$ cat src/rtl/rxf_pkg.sv
package rxf_pkg;
  localparam int unsigned WORD_BYTES = 4;
  localparam int unsigned THR_LO     = 16;
  localparam int unsigned THR_MID    = 32;
  localparam int unsigned THR_HI     = 64;

  // bytes a single data-port read removes
  function automatic logic [2:0] take_of(input logic [6:0] avail);
    return (avail >= 7'(WORD_BYTES)) ? 3'd4 : avail[2:0];
  endfunction

  // zero the lanes at or above n
  function automatic logic [31:0] pack_low(input logic [31:0] head, input logic [2:0] n);
    logic [31:0] w;
    w = '0;
    for (int i = 0; i < 4; i++)
      if (i < int'(n)) w[8*i +: 8] = head[8*i +: 8];
    return w;
  endfunction

  function automatic logic [11:0] make_status(input logic [6:0] cnt, input logic active);
    logic [11:0] s;
    s[11]   = (cnt == 7'd0);
    s[10:4] = cnt;
    s[3]    = (cnt >= 7'(THR_HI));
    s[2]    = (cnt >= 7'(THR_MID));
    s[1]    = (cnt >= 7'(THR_LO));
    s[0]    = (cnt >= 7'(WORD_BYTES)) || ((cnt != 7'd0) && !active);
    return s;
  endfunction
endpackage

$ cat src/rtl/rxf_store.sv
module rxf_store #(
  parameter int DEPTH = 64
) (
  input  logic        clk,
  input  logic        rst_n,
  input  logic        flush,
  input  logic        wr_en,
  input  logic [7:0]  wr_byte,
  input  logic        pop,
  input  logic [2:0]  pop_n,
  output logic [31:0] head_o
);
  localparam int AW = $clog2(DEPTH);

  logic [7:0]    mem [DEPTH];
  logic [AW-1:0] wptr, rptr;

  always_ff @(posedge clk) begin
    if (wr_en) mem[wptr] <= wr_byte;
  end

  always_ff @(posedge clk) begin
    if (!rst_n || flush) begin
      wptr <= '0;
      rptr <= '0;
    end else begin
      if (wr_en) wptr <= wptr + AW'(1);
      if (pop)   rptr <= rptr + AW'(pop_n);
    end
  end

  for (genvar g = 0; g < 4; g++) begin : g_lane
    logic [AW-1:0] idx;
    assign idx = rptr + AW'(g);
    assign head_o[8*g +: 8] = mem[idx];
  end
endmodule

$ cat src/rtl/rxf_count.sv
module rxf_count #(
  parameter int DEPTH = 64,
  localparam int CW = $clog2(DEPTH + 1)
) (
  input  logic          clk,
  input  logic          rst_n,
  input  logic          flush,
  input  logic          inc,
  input  logic [2:0]    dec_n,
  output logic [CW-1:0] cnt_o
);
  always_ff @(posedge clk) begin
    if (!rst_n || flush) cnt_o <= '0;
    else                 cnt_o <= cnt_o + CW'(inc) - CW'(dec_n);
  end
endmodule

$ cat src/rtl/rx_word_fifo.sv
module rx_word_fifo
  import rxf_pkg::*;
#(
  parameter int DEPTH = 64
) (
  input  logic        clk,
  input  logic        rst_n,
  input  logic        flush_i,
  input  logic        xfer_active_i,
  input  logic        push_valid_i,
  input  logic [7:0]  push_byte_i,
  output logic        push_ready_o,
  input  logic        rd_en_i,
  output logic [31:0] rd_data_o,
  output logic [11:0] status_o,
  output logic        int_ready_o,
  output logic        int_underrun_o,
  input  logic        underrun_ack_i
);
  localparam int CW = $clog2(DEPTH + 1);

  logic [CW-1:0] cnt;
  logic [6:0]    cnt7;
  logic [2:0]    take_n;
  logic [31:0]   head;
  // named events for the checker
  logic          push_fire, pop_fire, empty_rd;
  logic [2:0]    dec_n;

  assign cnt7         = 7'(cnt);
  assign take_n       = take_of(cnt7);
  assign push_ready_o = (cnt7 < 7'(DEPTH));
  assign push_fire    = push_valid_i && push_ready_o && !flush_i;
  assign pop_fire     = rd_en_i && (cnt7 != 7'd0) && !flush_i;
  assign empty_rd     = rd_en_i && (cnt7 == 7'd0);
  assign dec_n        = pop_fire ? take_n : 3'd0;

  rxf_store #(.DEPTH(DEPTH)) u_store (
    .clk(clk), .rst_n(rst_n), .flush(flush_i),
    .wr_en(push_fire), .wr_byte(push_byte_i),
    .pop(pop_fire), .pop_n(take_n), .head_o(head)
  );

  rxf_count #(.DEPTH(DEPTH)) u_count (
    .clk(clk), .rst_n(rst_n), .flush(flush_i),
    .inc(push_fire), .dec_n(dec_n), .cnt_o(cnt)
  );

  assign rd_data_o   = pack_low(head, (cnt7 == 7'd0) ? 3'd0 : take_n);
  assign status_o    = make_status(cnt7, xfer_active_i);
  assign int_ready_o = status_o[0];

  always_ff @(posedge clk) begin
    if (!rst_n)              int_underrun_o <= 1'b0;
    else if (empty_rd)       int_underrun_o <= 1'b1;
    else if (underrun_ack_i) int_underrun_o <= 1'b0;
  end
endmodule

$ cat config.mk
export PLATFORM = sky130hd
export DESIGN_NAME = rx_word_fifo
export DESIGN_NICKNAME = d
export VERILOG_FILES = /design/src/rtl/rxf_pkg.sv /design/src/rtl/rxf_store.sv /design/src/rtl/rxf_count.sv /design/src/rtl/rx_word_fifo.sv
export SDC_FILE = /design/constraint.sdc
export NUM_CORES = 1
export LEC_CHECK = 0
export BUFFER_PORTS_ARGS = -buffer_cell sky130_fd_sc_hd__buf_2
export CORE_MARGIN = 1.5
export CORE_UTILIZATION = 41
export DETAILED_ROUTE_END_ITERATION = 12
export GPL_ROUTABILITY_DRIVEN = 0
export GPL_TIMING_DRIVEN = 0
export MAX_ROUTING_LAYER = met4
export PLACE_DENSITY_LB_ADDON = 0.12
export SETUP_SLACK_MARGIN = 0.02
export SYNTH_ARGS = -nofsm -noshare
export SYNTH_HDL_FRONTEND = slang
export SYNTH_SLANG_ARGS = --single-unit
$ cat constraint.sdc
create_clock -name clk -period 10.6 [get_ports clk]
set_clock_uncertainty 0.2 [all_clocks]
set_input_delay 1.59 -clock clk [delete_from_list [all_inputs] [get_ports clk]]
set_output_delay 1.59 -clock clk [all_outputs]
set_load 0.05 [all_outputs]
==> results by group <==
Timing
  – Achievable frequency: 0.104 GHz
  – Post-route setup slack: 969 ps
  – Rel. slew slack: -0.355%
  – RSZ-0062 raised after global routing: false
  – Final min period: 9630 ps
  – Final period utilization: 90.9%
  – Worst slew pin tran: 1490 ps
  – Setup violations, final: 0
  – Final hold viol count: 0
  – Final setup TNS: 0 ps
  – Fin. max-slew vios: 1

Pwr
  – Clock power share: 42.7%
  – Leak: 11.2 nW
  – P_int: 3.90 mW
  – PD cells: 146 nW/µm²
  – Logic pwr share: 14.0%
  – Peak VDD IR: 0.0929 mV
  – Sequential power share: 43.3%
  – Switch Pwr: 1.50 mW
  – Switching part of the total: 27.8%

Clock tree
  – Max clock buf depth: 3
  – Cts hold-fix bufs: 0
  – Skew-Pair Late Insertion Delay: 630 ps
  – Post_cts resized: 0
  – CTS tree: yes
  – CTS sink cnt: 538
  – Post-CTS Setup Inserts: 0
  – H-tree levels: 3
  – Clock-pin slew on the worst setup and hold paths: 50 ps
  – Root buffer cell: clkbuf_16
  – CTS Buf Count: 66

Synthesis
  – Count of cell types in the netlist: 57
  – Mapped Avg Cell Area: 16.1 µm²
  – Share of synthesized registers carrying an async set or reset: 0%
  – Main synth FF type: edfxtp_1
  – Cell Area, Synth: 33100 µm²
  – Post-synth EDFFs: 512
  – Syn Nets: 2098
  – Seq/Total Area, Yosys: 48.0%
  – Post-Synthesis Cells: 2061
  – Synthesized flop and latch total: 538
  – Synth Warn #: 0

Drt
  – Total number of vias: 24800
  – Vias per cell: 7.48
  – Initial DRC count: 4600
  – Final WL: 149 mm
  – DRC errors left: 0
  – First-pass iteration count of the detailed router: 7
  – Drt wl/cell: 44.9 µm
  – Antenna viol nets, final: 0

Global route
  – GRT Overall Usage: 37.3%
  – GR Layer Usage met3: 12.3%
  – Global-route wire length before repair: 201 mm
  – Grt met2 use: 52.9%
  – GRT overflow: 0
  – Vias in the first global route: 23900
  – Pin count of the biggest net entering global routing: 65
  – Most Crowded Layer GR: met2
  – GR Util met1: 47.5%
  – Initial antenna violation count: 9

Setup path
  – Worst path cell trace: buf_4, buf_6, inv_2, buf_2, buf_2, clkbuf_1, ha_1, buf_2, buf_2, buf_1, buf_2, mux2i_1, a211oi_1, a32o_1, buf_2
  – Crit path arrival time: 7840 ps
  – CP Capture Type: output pin
  – Worst path slowest cell: clkbuf_1
  – Critical Path RT: 8810 ps
  – Crit path launch type: flop
  – Top cell by count, worst path: buf_2
  – CP peak stage delay: 900 ps
  – Crit Path Max Fanout: 10
  – Critical path class: reg -> out

Finish
  – Final net count: 2234
  – Share of layout cells above drive strength 1: 33.3%
  – Area grow syn2layout: 11.9%

Place
  – PortBufs: 61
  – Setup slack at placement: 2170 ps
  – Placed wire-length estimate: 105 mm

Hold path
  – Hold Crit Class: reg -> reg

Outcome
  – Failing checks: capacitance limit, slew limit
  – Status: finished, violations left

Die
  – Ports: 62
  – Die H: 287 µm
  – Initial core utilization: 41.3%
  – Die width: 287 µm
  – Core Area: 80200 µm²
  – Die Area: 82500 µm²
  – Rows: 104

Job
  – Max Cap Viol: 2
## power by group through the flow
stage                     sequential, mW  clock (mW)  combinational (mW)
after detailed placement            2.39           0               0.729
after global placement              2.39           0               0.719
after global routing                2.34        2.38               0.770
after floorplan                     2.39           0               0.443
after CTS                           2.34        2.30               0.730
final                               2.34        2.31               0.759
## through the flow
step | hold WS, ps | instance area [µm²] | total power [mW] | std cells | util [%]
6_report | 386 | 37000 | 5.41 | 3322 | 46.2
5_1_grt | 423 | 37000 | 5.49 | 3318 | 46.2
4_1_cts | 381 | 36900 | 5.37 | 3306 | 46.1
3_5_place_dp | 363 | 34800 | 3.11 | 3186 | 43.4
3_3_place_gp | 355 | 34700 | 3.10 | 3182 | 43.3
2_1_floorplan | 326 | 33100 | 2.83 | 2061 | -
## layout by cell type, fill, tap and decap left out, types with 13 or more instances in the layout
cell	synthesis	routed
edfxtp_1	512	512
a22oi_1	35	35
clkbuf_16	0	68
buf_1	15	14
a21oi_1	50	50
buf_4	31	36
nor4_1	13	13
nand2_1	130	130
clkbuf_1	56	62
mux4_2	448	448
nand3_1	71	71
dfxtp_1	26	26
buf_2	71	132
o21ai_0	15	15
o22ai_1	19	19
clkinv_2	0	14
xnor2_1	14	14
mux2i_1	242	242
nor2_1	106	103
a211oi_1	15	15
clkinv_1	0	13
diode_2	0	13
ha_1	20	20
inv_1	17	17
## synthesized netlist by cell type, types with 19 or more instances
cell      number  area (µm²)
buf_2         71         355
clkbuf_1      56         210
edfxtp_1     512       15400
o22ai_1       19         119
buf_4         31         233
a22oi_1       35         263
ha_1          20         250
nand3_1       71         355
nor2_1       106         398
dfxtp_1       26         521
mux4_2       448       10100
a21oi_1       50         250
nand2_1      130         488
mux2i_1      242        2420
## critical path: cells and delay by family (launching register included)
family,cells,cell delay [ps]
buffers and inverters,11,5020
AO/OA/AOI/OAI,2,1160
multiplexers,1,380
flip-flops,1,330
adder cells (fa/ha/maj),1,270
## sequential cells by signal, summed over array words and instances (netlist names), named ones only
signal,cells
int_underrun_o,1
u_count.cnt_o,7
u_store.mem,512
u_store.rptr,6
u_store.wptr,6
## cell families (layout without fill, tap and decap cells)
logic type / Yosys count / after routing / share of synthesized area [%]
AO/OA/AOI/OAI: 217 / 217 / 4.57
XOR/XNOR: 25 / 25 / 0.684
adder cells (fa/ha/maj): 22 / 22 / 0.877
buffers and inverters: 197 / 385 / 2.97
flip-flops: 538 / 538 / 48.0
multiplexers: 695 / 695 / 38.0
other: 0 / 13 / 0
AND/OR/NAND/NOR: 367 / 367 / 4.92
## final cells by class
class / instances / area, µm²
Antenna cell: 13 / 32.5
Buffer: 178 / 913
Clock buffer: 76 / 1740
Clock inverter: 44 / 413
Fill cell: 7005 / 43100
Inverter: 19 / 71.3
Multi-Input combinational cell: 1326 / 16200
Sequential cell: 538 / 15900
Tap cell: 1060 / 1330
Timing Repair Buffer: 68 / 393
## per-layer routing
layer	vias up	part of all wire [%]
li1	9031	-
met5	-	0
met4	0	6.4
met1	12800	36
met3	527	15
met2	2469	43
## path summary, 6_finish.rpt
path / from / endpoint / slack [ps] / depth (start not counted)
min: u_store.wptr[0]$_SDFFE_PP0P_ / u_store.wptr[0]$_SDFFE_PP0P_ / 390 / 2
max: u_store.rptr[0]$_SDFFE_PP0N_ / rd_data_o[13] / 970 / 15
max reg2reg: u_count.cnt_o[1]$_SDFF_PP0_ / u_count.cnt_o[6]$_SDFF_PP0_ / 6560 / 13
min reg2reg: u_store.wptr[0]$_SDFFE_PP0P_ / u_store.wptr[0]$_SDFFE_PP0P_ / 390 / 2
Note: power is estimated with default switching activity, not from simulation.
